## src/rtl/gate_pkg.sv

```systemverilog
package gate_pkg;
  localparam int NUM_SENSE = 4;

  typedef enum logic [1:0] {
    ST_IDLE  = 2'd0,
    ST_RAISE = 2'd1,
    ST_HOLD  = 2'd2,
    ST_LOWER = 2'd3
  } gateState_t;

  // synchronized view of the raw inputs
  typedef struct packed {
    logic car;
    logic top;
    logic bottom;
    logic req;
  } senseVec_t;

  // strobes from control to datapath
  typedef struct packed {
    logic run;
    logic up;
  } motorCmd_t;
endpackage

```

## src/rtl/gate_datapath.sv

```systemverilog
module gate_datapath
  import gate_pkg::*;
#(
  parameter int SYNC_STAGES = 2
) (
  input  logic      clk,
  input  logic      rst,
  input  logic      reqRaw,
  input  logic      bottomRaw,
  input  logic      topRaw,
  input  logic      carRaw,
  input  motorCmd_t cmd,
  output senseVec_t sense,
  output logic      motorOn,
  output logic      motorUp
);
  localparam int LAST = SYNC_STAGES - 1;

  logic [NUM_SENSE-1:0] rawVec;
  logic [NUM_SENSE-1:0] syncVec;

  assign rawVec = {carRaw, topRaw, bottomRaw, reqRaw};

  for (genvar g = 0; g < NUM_SENSE; g++) begin : gSync
    logic [SYNC_STAGES-1:0] chainQ;
    always_ff @(posedge clk) begin
      if (rst) chainQ <= '0;
      else     chainQ <= {chainQ[LAST-1:0], rawVec[g]};
    end
    assign syncVec[g] = chainQ[LAST];
  end

  assign sense   = senseVec_t'(syncVec);
  // direction is forced low whenever the motor is idle
  assign motorOn = cmd.run;
  assign motorUp = cmd.run & cmd.up;
endmodule

```

## src/rtl/gate_ctrl.sv

```systemverilog
module gate_ctrl
  import gate_pkg::*;
(
  input  logic      clk,
  input  logic      rst,
  input  senseVec_t sense,
  output motorCmd_t cmd
);
  gateState_t stateQ, stateD;

  always_comb begin
    stateD = stateQ;
    unique case (stateQ)
      ST_IDLE:  if (sense.req)    stateD = ST_RAISE;
      ST_RAISE: if (sense.top)    stateD = ST_HOLD;
      ST_HOLD:  if (!sense.car)   stateD = ST_LOWER;
      ST_LOWER: if (sense.bottom) stateD = ST_IDLE;
      default:                    stateD = ST_IDLE;
    endcase
  end

  always_ff @(posedge clk) begin
    if (rst) stateQ <= ST_IDLE;
    else     stateQ <= stateD;
  end

  always_comb begin
    cmd.run = (stateQ == ST_RAISE) || (stateQ == ST_LOWER);
    cmd.up  = (stateQ == ST_RAISE);
  end

  AST_IDLE_WAITS: assert property (@(posedge clk) disable iff (rst)
    (stateQ == ST_IDLE && !sense.req) |=> (stateQ == ST_IDLE));
  AST_START_ON_REQ: assert property (@(posedge clk) disable iff (rst)
    (stateQ == ST_IDLE && sense.req) |=> (stateQ == ST_RAISE));
  AST_STOP_AT_TOP: assert property (@(posedge clk) disable iff (rst)
    (stateQ == ST_RAISE && sense.top) |=> (stateQ == ST_HOLD));
  AST_WAIT_CLEAR: assert property (@(posedge clk) disable iff (rst)
    (stateQ == ST_HOLD && sense.car) |=> (stateQ == ST_HOLD));
  AST_STOP_AT_BOTTOM: assert property (@(posedge clk) disable iff (rst)
    (stateQ == ST_LOWER && sense.bottom) |=> (stateQ == ST_IDLE));
  AST_NO_RESTART: assert property (@(posedge clk) disable iff (rst)
    (stateQ == ST_HOLD || stateQ == ST_LOWER) |=> (stateQ != ST_RAISE));
endmodule

```

## src/rtl/gate_motor_ctrl.sv

```systemverilog
module gate_motor_ctrl
  import gate_pkg::*;
#(
  parameter int SYNC_STAGES = 2
) (
  input  logic clk,
  input  logic rst,
  input  logic reqBtn,
  input  logic atBottom,
  input  logic atTop,
  input  logic carPresent,
  output logic motorOn,
  output logic motorUp
);
  senseVec_t senseSync;
  motorCmd_t motorCmd;

  gate_datapath #(.SYNC_STAGES(SYNC_STAGES)) uDp (
    .clk(clk), .rst(rst),
    .reqRaw(reqBtn), .bottomRaw(atBottom), .topRaw(atTop), .carRaw(carPresent),
    .cmd(motorCmd), .sense(senseSync),
    .motorOn(motorOn), .motorUp(motorUp)
  );

  gate_ctrl uCtl (
    .clk(clk), .rst(rst),
    .sense(senseSync), .cmd(motorCmd)
  );

  AST_DIR_QUIET: assert property (@(posedge clk) disable iff (rst)
    !motorOn |-> !motorUp);
endmodule

```

## config.mk

```make
export PLATFORM = sky130hd
export DESIGN_NAME = gate_motor_ctrl
export DESIGN_NICKNAME = d
export VERILOG_FILES = /design/src/rtl/gate_pkg.sv /design/src/rtl/gate_datapath.sv /design/src/rtl/gate_ctrl.sv /design/src/rtl/gate_motor_ctrl.sv
export SDC_FILE = /design/constraint.sdc
export NUM_CORES = 1
export LEC_CHECK = 0
export BUFFER_PORTS_ARGS = -buffer_cell sky130_fd_sc_hd__buf_2
export CAP_MARGIN = 20
export CORE_AREA = 2 2 39 41
export DETAILED_ROUTE_END_ITERATION = 6
export DIE_AREA = 0 0 41 43
export PLACE_DENSITY = 0.59
export SYNTH_ARGS = -nofsm -noshare
export SYNTH_HDL_FRONTEND = slang
export SYNTH_SLANG_ARGS = --single-unit
export TNS_END_PERCENT = 50
```

## constraint.sdc

```tcl
create_clock -name clk -period 2.8 [get_ports clk]
set_clock_uncertainty 0.2 [all_clocks]
set_input_delay 0.56 -clock clk [delete_from_list [all_inputs] [get_ports clk]]
set_output_delay 0.56 -clock clk [all_outputs]
set_load 0.005 [all_outputs]
```

Word level (Yosys, flattened, before mapping)
Index checks and enable logic that the tools add are counted.
Operators by class
  eq/ne operators: 7
  reductions and logical operators: 3
  mux-type cells: 5
  bitwise operators: 1
Operators by type and width (count)
  $mux W2: 4
  $ne A2 B2 Y1 const B: 4
  $pmux W2 S4: 1
  $eq A2 B2 Y1 const B: 2
  $reduce_and A4 Y1: 1
  $eq A2 B1 Y1 const B: 1
  $logic_not A2 Y1: 1
  $and A1 B1 Y1: 1
  $logic_or A1 B1 Y1: 1
Storage, ports and cells
  word-level logic and storage cells: 21
  input bits: 6
  register bits: 10
  output and inout bits: 2

Logic depth before layout (Yosys ltp)
Gate-level depths: netlist of run 1.
  depth after elaboration: 3
  gate-level depth with buffers: 5
  mapped depth without buffers: 5

Modules after synthesis
Synthesis of run 1 repeated with hierarchy kept, for this count alone.
Second synthesis, totals
  cell total of the unflattened synthesis: 42
  area total of the unflattened synthesis: 470.5 µm²
Modules (own cells, without submodules)
  gate_datapath: times used 1, sequential area each 160.2 µm², area each 254.0 µm², cells an instance 22
  gate_ctrl: times used 1, sequential area each 40.0 µm², area each 216.5 µm², cells an instance 20

Worst setup path after synthesis of run 1
Ideal clock, no wire load.
  path kind: register to register
  start point: reg uCtl.stateQ[1]
  end point: reg uCtl.stateQ[0]
  stages on the path, launching flop included: 6
  setup time: 0.116 ns
  arrival: 1.276 ns
  required time: 2.484 ns
  path slack: 1.208 ns
  period minus slack after synthesis: 1.592 ns
  buffers on the path: 0
  path through: dfxtp_1 inv_1 ha_1 nor2b_1 or4_1 o211a_1
On the way
  longest elaborated chain between the ends: 3
  elaborated cells on any way between the ends: 10
  classes of those cells: eq/ne: 7; mux: 1; reduce/logical: 2
RTL lines
  start, declared: RTL line gate_ctrl.sv:9  | gateState_t stateQ, stateD;
  start signal, assigned: RTL line gate_ctrl.sv:24  | else stateQ <= stateD;
  $eq A2 B2 Y1, or another cell as far along: RTL line gate_ctrl.sv:13  | unique case (stateQ)
  $ne A2 B2 Y1 (no line)
  $reduce_and A4 Y1 (no line)
Several ways; a longest one is shown, not always the timed one.
A chain may end at the register's enable or synchronous reset.

Worst setup path after layout of run 1
  start point: reg uCtl.stateQ[1]
  end point: out motorOn
On the way
  longest elaborated chain between the ends: 2
  elaborated cells on any way between the ends: 3
  classes of those cells: eq/ne: 2; reduce/logical: 1
RTL lines
  $eq A2 B1 Y1 or $eq A2 B2 Y1 (tied branches): RTL line gate_ctrl.sv:28  | cmd.run = (stateQ == ST_RAISE) || (stateQ == ST_LOWER);
  $logic_or A1 B1 Y1 (*): RTL line gate_ctrl.sv:28
  end, declared: RTL line gate_motor_ctrl.sv:12  | output logic motorOn,
Mark *: on every way between the ends. The rest lies on a longest branch, timed or not.

==> flow_summary.json, run 1 <==
{
  "status": "completed",
  "seq_power_share_pct": 39.7,
  "overflow": 0,
  "p_int_uw": 315,
  "viasPerCell": 3.90,
  "hold_slack_ns": 0.236,
  "syn2layout_area_growth_pct": 21.1,
  "final.fill_count": 144,
  "core_area_um2": 1380,
  "worst_pin_slew_ns": 0.302,
  "final.setup.worst_slack_ns": 0.813,
  "p_sw_share_pct": 27.8,
  "r2r_cells": 4,
  "path_clk_slew_ns": 0.06,
  "htree_num_levels": 1,
  "yosys_warnings": 0,
  "cp.arrival_ns": 1.23,
  "tns_ns": 0,
  "endpoint_kind": "primary output",
  "syn_avg_cell_area_um2": 11.5,
  "hold_viol_final": 0,
  "wl_per_cell_um": 8.35,
  "drive_gt1_share_pct": 28.3,
  "r2r-start": "uCtl.stateQ[0]",
  "start_util_pct": 30.0,
  "power.clock.fraction_pct": 28.8,
  "dp.cells": 58,
  "syn-num-nets": 46,
  "r2r_setup_slack_ns": 1.13,
  "fmax_mhz": 503,
  "drc": 0,
  "cts.sinks": 10,
  "reg2reg_to": "uCtl.stateQ[0]",
  "firstDrtPassIters": 3,
  "hold_path_class": "reg -> reg",
  "clk_latency_ns": 0.26,
  "diodes": 0,
  "die_x_um": 41,
  "comb_power_share_pct": 31.5,
  "cellPowerDensity_nw_per_um2": 868,
  "critical_path_required_ns": 2.04,
  "gp_congestion": 0.533,
  "die_area_um2": 1760,
  "postRouteAntennaNets": 0,
  "cts_hold_buf": 0,
  "vdd_drop_max_v": 0.000359,
  "row_count": 14,
  "rsz0062_at_grt": "no",
  "root_buffer": "clkbuf_4",
  "cts.repair.resized": 0,
  "top_level_ports": 8,
  "layout.nets": 57,
  "post_cts_buffers": 0,
  "stdcell_count": 62,
  "post-route-period-util_pct": 70.9,
  "switching_power_uw": 122,
  "critical_path.startpoint_type": "register",
  "final_cell_mix": "nor2b_1, dfxtp_1, buf_2, ha_1",
  "synthCells": 36,
  "hold_path_end": "uDp.gSync[1].chainQ[1]",
  "port_buffers": 7,
  "syn_area_um2": 415,
  "maxSlewHeadroom_pct": 79.9,
  "vias": 242,
  "hold_depth": 1,
  "min_period_ns": 1.99,
  "dp_slack_ns": 1.09,
  "grt_use_total_pct": 8.10,
  "cts_buffer_depth": 2,
  "die-height_um": 43,
  "wl_um": 518,
  "cp_max_fo": 4,
  "grt_max_degree": 12,
  "tritoncts": "yes",
  "numCtsBuffers": 3,
  "min_from": "uDp.gSync[1].chainQ[0]",
  "grt_pass1_wl_um": 834,
  "leakage_uw": 0.000228,
  "ys_types": 12,
  "grt_pass1_vias": 218,
  "setup_viol": 0,
  "synth_seq_cells": 10,
  "finalMaxSlewViolations": 0,
  "drv_cap": 0,
  "drt_iter0_drc": 3,
  "antenna_found_initial": 0,
  "crit_type": "reg -> out",
  "synth-seq-area-share_pct": 48.2
}
## worst max-delay path by stage
stage,startpoint,end,slack [ns]
after floorplan,uCtl.stateQ[1],uCtl.stateQ[0],1.21
after global placement,uCtl.stateQ[1],motorOn,1.13
after detailed placement,uCtl.stateQ[1],motorOn,1.09
after CTS,uCtl.stateQ[1],motorOn,0.80
after global routing,uCtl.stateQ[1],motorOn,0.73
final,uCtl.stateQ[1],motorOn,0.81
## power groups by stage
stage	Sequential (uW)	Combinational, uW	Clock [uW]
2_1_floorplan	173	109	0
3_3_place_gp	176	139	0
3_5_place_dp	176	140	0
4_1_cts	173	140	130
5_1_grt	175	159	140
6_report	173	137	126
## worst max-delay path: stages (launching register included)
cell     delay (ns)
dfxtp_1        0.37
inv_1          0.08
ha_1           0.20
or2_1          0.20
buf_2          0.12
## cell usage after synthesis
master	count	area [um2]
dfxtp_1	10	200
or4_1	1	7.51
inv_1	3	11.3
clkbuf_1	1	3.75
a2111oi_4	1	27.5
mux2i_1	1	10.0
ha_1	4	50.1
o211a_1	1	10.0
or2_1	1	6.26
nor2b_4	1	13.8
nor2b_1	10	62.6
nand2b_1	2	12.5
## area by class of cell
| cell class | count | area, um2 | share of cell area [%] |
|---|---|---|---|
| Sequential cell | 10 | 200 | 39.8 |
| Timing Repair Buffer | 7 | 35.0 | 6.97 |
| Multi-Input combinational cell | 22 | 200 | 39.8 |
| Inverter | 3 | 11.3 | 2.24 |
| Clock buffer | 4 | 36.3 | 7.21 |
| Tap cell | 16 | 20.0 | 3.98 |
## stage by stage
| stage | util (%) | total power [uW] | area [um2] |
|---|---|---|---|
| after floorplan | - | 282 | 415 |
| after global placement | 33.7 | 314 | 467 |
| after detailed placement | 33.7 | 316 | 467 |
| after CTS | 36.3 | 444 | 503 |
| after global routing | 36.3 | 473 | 503 |
| final | 36.3 | 437 | 503 |
## layer usage
layer / wire (um) / vias up / global-route usage [%] / share of wire [%]
met4: 0 / 0 / 10.0 / 0
met5: 0 / - / 0 / 0
met2: 237 / 6 / 9.06 / 46
met3: 15 / 0 / 4.71 / 2.9
met1: 265 / 101 / 8.91 / 51
li1: - / 135 / - / -
## sequential cells by signal, summed over array words and instances (netlist names)
register	count
uDp.gSync.chainQ	8
uCtl.stateQ	2
## cell families (layout without fill, tap and decap cells)
| logic type | count (synthesis) | count (layout) | share of synthesized area [%] |
|---|---|---|---|
| AO/OA/AOI/OAI | 2 | 2 | 9.04 |
| buffers and inverters | 4 | 14 | 3.61 |
| flip-flops | 10 | 10 | 48.2 |
| adder cells (fa/ha/maj) | 4 | 4 | 12.0 |
| AND/OR/NAND/NOR | 15 | 15 | 24.7 |
| multiplexers | 1 | 1 | 2.41 |
Power figures use the tool's default switching activity.
==> run 2, diff against run 1 <==
==> constraint.sdc (replaced) <==
create_clock -name clk -period 2.02 [get_ports clk]
set_clock_uncertainty 0.2 [all_clocks]
set_input_delay 0.404 -clock clk [delete_from_list [all_inputs] [get_ports clk]]
set_output_delay 0.404 -clock clk [all_outputs]
set_load 0.005 [all_outputs]
==> flow_summary.json, run 2 (same netlist as run 1, synthesis figures left out) <==
{
  "fmax_mhz": 537,
  "core_area_um2": 1380,
  "r2r_setup_slack_ns": 0.31,
  "comb_power_share_pct": 32.5,
  "switching_power_uw": 176,
  "cts.repair.resized": 0,
  "critical_path_required_ns": 1.42,
  "post_cts_buffers": 0,
  "overflow": 0,
  "post-route-period-util_pct": 92.2,
  "endpoint_kind": "primary output",
  "cp_max_fo": 4,
  "wl_per_cell_um": 9.27,
  "maxSlewHeadroom_pct": 78.8,
  "largest_register_ff_count": 8,
  "hold_path_class": "in -> reg",
  "leakage_uw": 0.000228,
  "cp_top_family": "flip-flops",
  "layout.nets": 57,
  "firstDrtPassIters": 1,
  "clk_latency_ns": 0.26,
  "grt_pass1_vias": 226,
  "die-height_um": 43,
  "final_cell_mix": "nor2b_1, dfxtp_1, buf_2, ha_1",
  "grt_use_total_pct": 8.78,
  "wl_um": 575,
  "postRouteAntennaNets": 0,
  "hold_viol_final": 0,
  "rsz0062_at_grt": "no",
  "power.clock.fraction_pct": 28.5,
  "dp.cells": 58,
  "grt_max_degree": 12,
  "setup_viol": 0,
  "cellPowerDensity_nw_per_um2": 1220,
  "crit_type": "reg -> out",
  "max_stage_delay_ns": 0.38,
  "cts_hold_buf": 0,
  "tns_ns": 0,
  "p_int_uw": 438,
  "hold_slack_ns": 0.147,
  "gp_congestion": 0.644,
  "final.fill_count": 133,
  "seq_power_share_pct": 39.0,
  "start_util_pct": 30.0,
  "finalMaxSlewViolations": 0,
  "cpMaxStageDelayCell": "dfxtp_1",
  "top_level_ports": 8,
  "syn2layout_area_growth_pct": 21.1,
  "status": "completed",
  "largest_register": "uDp.gSync.chainQ",
  "cts.sinks": 10,
  "antenna_found_initial": 0,
  "grt_pass1_wl_um": 924,
  "drv_cap": 0,
  "worst_pin_slew_ns": 0.318,
  "stdcell_count": 62,
  "p_sw_share_pct": 28.6,
  "port_buffers": 7,
  "numCtsBuffers": 3,
  "min_period_ns": 1.86,
  "vdd_drop_max_v": 0.000491,
  "tritoncts": "yes",
  "drt_iter0_drc": 0,
  "die_x_um": 41,
  "vias": 257,
  "htree_num_levels": 1,
  "power_uw": 614,
  "row_count": 14,
  "fin_util_pct": 36.3,
  "drive_gt1_share_pct": 28.3,
  "critical_path.startpoint_type": "register",
  "die_area_um2": 1760,
  "cp.arrival_ns": 1.26,
  "diodes": 0,
  "cp_cell_sequence": "inv_1, ha_1, or2_1, buf_2",
  "cts_buffer_depth": 2,
  "dp_hpwl_um": 431,
  "path_clk_slew_ns": 0.06,
  "viasPerCell": 4.15,
  "top_regs": "uDp.gSync.chainQ (8), uCtl.stateQ (2)",
  "root_buffer": "clkbuf_4",
  "drc": 0,
  "cp_num_buf_inv": 2
}
run 2: cell counts in the layout (fill, tap and decap cells not counted):
No cell type changed its count.
run 2: final cells by class:
cell class / instances / area (um2) / area share (%)
Clock buffer: 4 / 36.3 / 7.21
Inverter: 3 / 11.3 / 2.24
Multi-Input combinational cell: 22 / 200 / 39.8
Sequential cell: 10 / 200 / 39.8
Tap cell: 16 / 20.0 / 3.98
Timing Repair Buffer: 7 / 35.0 / 6.97
run 2: per-stage QoR:
step           setup WS (ns)  instance area [um2]
6_report               0.158                  503
5_1_grt               0.0767                  503
4_1_cts                0.146                  503
3_5_place_dp           0.333                  467
3_3_place_gp           0.340                  467
2_1_floorplan          0.428                  415
run 2: power by group through the flow:
| stage | combinational (uW) | sequential [uW] | clock (uW) |
|---|---|---|---|
| global placement | 197 | 243 | 0 |
| finish | 200 | 239 | 175 |
| floorplan | 151 | 239 | 0 |
| detailed placement | 200 | 244 | 0 |
| global route | 223 | 242 | 187 |
| CTS | 201 | 239 | 181 |
run 2: final timing paths:
path | startpoint | to | depth (start not counted)
hold / removal | carPresent | uDp.gSync[3].chainQ[0] | 2
setup reg to reg | uCtl.stateQ[1] | uCtl.stateQ[0] | 5
hold reg to reg | uDp.gSync[3].chainQ[0] | uDp.gSync[3].chainQ[1] | 1
setup / recovery | uCtl.stateQ[1] | motorOn | 4
run 2: per-layer routing:
layer / vias to the layer above / routed length [um] / global-route usage [%]
met5: - / 0 / 0
met4: 0 / 41 / 12.0
met3: 4 / 24 / 3.14
met2: 10 / 248 / 11.3
met1: 110 / 261 / 8.82
li1: 133 / - / -
==> run 3, diff against run 2 <==
--- a/config.mk
+++ b/config.mk
@@ -10,8 +10,9 @@
 export CORE_AREA = 2 2 39 41
 export DETAILED_ROUTE_END_ITERATION = 6
 export DIE_AREA = 0 0 41 43
-export PLACE_DENSITY = 0.59
+export REMOVE_ABC_BUFFERS = 1
 export SYNTH_ARGS = -nofsm -noshare
 export SYNTH_HDL_FRONTEND = slang
+export SYNTH_HIERARCHICAL = 1
 export SYNTH_SLANG_ARGS = --single-unit
 export TNS_END_PERCENT = 50
==> flow_summary.json, run 3 <==
{
  "status": "completed",
  "cts_buffer_depth": 2,
  "cp_max_fo": 3,
  "synth_edf_count": 0,
  "synth_top_cells_by_count": "dfxtp_1, nor2b_1, buf_4, ha_1, nand2b_1",
  "die-height_um": 43,
  "seq_power_share_pct": 39.4,
  "comb_power_share_pct": 31.3,
  "ys_types": 12,
  "antenna_found_initial": 0,
  "cp_cell_sequence": "inv_1, ha_1, or2_1, and2_1, buf_2",
  "grt_pass1_wl_um": 986,
  "vias": 252,
  "power.clock.fraction_pct": 29.3,
  "tritoncts": "yes",
  "synthTopCellsByArea": "dfxtp_1, ha_1, nor2b_1",
  "placed_area_um2": 488,
  "min_period_ns": 1.94,
  "async_flop_share_pct": 0,
  "die_x_um": 41,
  "grt_use_total_pct": 8.80,
  "cpMaxStageDelayCell": "dfxtp_2",
  "vdd_drop_max_v": 0.000456,
  "viasPerCell": 3.88,
  "die_area_um2": 1760,
  "min_from": "carPresent",
  "p_int_uw": 429,
  "tns_ns": 0,
  "maxSlewHeadroom_pct": 78.0,
  "synth_top_flop_cell": "dfxtp_1",
  "grt_max_degree": 13,
  "core_area_um2": 1380,
  "critical_path_required_ns": 1.42,
  "r2r_setup_slack_ns": 0.38,
  "rsz0062_at_grt": "no",
  "power_uw": 602,
  "start_util_pct": 34.0,
  "cellPowerDensity_nw_per_um2": 1130,
  "numCtsBuffers": 3,
  "reg2reg_to": "uCtl/stateQ[1]",
  "largest_register_ff_count": 8,
  "finalMaxSlewViolations": 0,
  "wl_per_cell_um": 8.75,
  "postRouteAntennaNets": 0,
  "setup_viol": 0,
  "clk_latency_ns": 0.26,
  "row_count": 14,
  "final.setup.worst_slack_ns": 0.0794,
  "post-route-period-util_pct": 96.1,
  "cts.sinks": 10,
  "switching_power_uw": 173,
  "firstDrtPassIters": 2,
  "final_cell_mix": "nor2b_1, dfxtp_1, buf_2, ha_1",
  "fmax_mhz": 515,
  "hold_depth": 2,
  "leakage_uw": 0.000233,
  "drv_cap": 0,
  "r2r_cells": 4,
  "max_stage_delay_ns": 0.34,
  "cp.arrival_ns": 1.34,
  "port_buffers": 7,
  "gp_congestion": 0.588,
  "critical_path.startpoint_type": "register",
  "yosys_warnings": 6,
  "synth-seq-area-share_pct": 42.6,
  "synth_area_leader_cell": "dfxtp_1",
  "grt_pass1_vias": 244,
  "layout.nets": 61,
  "hold_path_end": "uDp/gSync[3].chainQ[0]",
  "path_clk_slew_ns": 0.07,
  "root_buffer": "clkbuf_4",
  "synth_seq_cells": 10,
  "diodes": 0,
  "worst_pin_slew_ns": 0.330,
  "syn2layout_area_growth_pct": 13.3,
  "hold_path_class": "in -> reg",
  "top_level_ports": 8,
  "dp_slack_ns": 0.288,
  "endpoint_kind": "primary output",
  "top_regs": "uDp/gSync.chainQ (8), uCtl/stateQ (2)",
  "drc": 0,
  "wl_um": 569,
  "syn_area_um2": 470,
  "fin_area_um2": 533,
  "largest_register": "uDp/gSync.chainQ",
  "final_common_cell": "nor2b_1",
  "drive_gt1_share_pct": 30.6,
  "syn_avg_cell_area_um2": 11.2,
  "p_sw_share_pct": 28.7,
  "htree_num_levels": 1,
  "crit_type": "reg -> out",
  "hold_viol_final": 0,
  "r2r-start": "uCtl/stateQ[0]",
  "overflow": 0,
  "drt_iter0_drc": 4,
  "synthCells": 42,
  "synth.top_cell.area_share_pct": 42.6
}
[run 3: worst max-delay path, delay by kind of cell (launching register included)]
family,cells,cell delay [ns]
fa+ha+maj,1,0.20
buf+inv,2,0.19
flops,1,0.34
simple gates,2,0.36
[run 3: cell families after synthesis]
kind of cell | Yosys count | share of synthesized area (%)
adders and majority gates | 5 | 13.3
and+or+nand+nor | 16 | 22.9
muxes | 2 | 4.26
DFF | 10 | 42.6
AOI/OAI and AO/OA | 2 | 7.45
buffers and inverters | 7 | 9.58
[run 3: worst max path at each step]
| stage | startpoint | to | slack (ns) |
|---|---|---|---|
| after global routing | uCtl/stateQ[1] | motorUp | 0.0008 |
| after CTS | uCtl/stateQ[1] | motorUp | 0.04 |
| after floorplan | uCtl/stateQ[1] | motorUp | 0.42 |
| after detailed placement | uCtl/stateQ[1] | motorUp | 0.29 |
| final | uCtl/stateQ[1] | motorUp | 0.08 |
| after global placement | uCtl/stateQ[1] | motorUp | 0.32 |
[run 3: power groups by stage]
stage | Sequential, uW | Combinational (uW) | Clock, uW
floorplan | 238 | 140 | 0
global placement | 242 | 183 | 0
detailed placement | 242 | 184 | 0
CTS | 239 | 186 | 185
global route | 241 | 217 | 198
finish | 237 | 188 | 176
[run 3: final cells by class]
| class | count | area (um2) |
|---|---|---|
| Clock buffer | 4 | 36.3 |
| Fill cell | 139 | 851 |
| Inverter | 2 | 7.51 |
| Multi-Input combinational cell | 25 | 225 |
| Sequential cell | 10 | 201 |
| Tap cell | 16 | 20.0 |
| Timing Repair Buffer | 8 | 42.5 |
[run 3: what timing repair did]
item | in CTS | in global routing
hold endpoints to repair | 0 | 0
buffers inserted | 0 | 1
hold buffers | 0 | 0
setup endpoints to repair | 1 | 1
resized for setup | 1 | 0
[run 3: per-stage QoR]
stage,hold slack [ns],utilization [%],instances
after CTS,0.136,38.0,64
after global placement,0.220,35.3,60
final,0.147,38.5,65
after floorplan,0.214,-,37
after detailed placement,0.224,35.3,60
after global routing,0.125,38.5,65
[run 3: metal layers]
metal / part of all wire [%] / global-route usage [%] / up-vias
met3: 3.0 / 1.57 / 0
li1: - / - / 139
met5: 0 / 0 / -
met4: 0 / 10.0 / 0
met2: 48 / 11.6 / 6
met1: 49 / 10.5 / 107
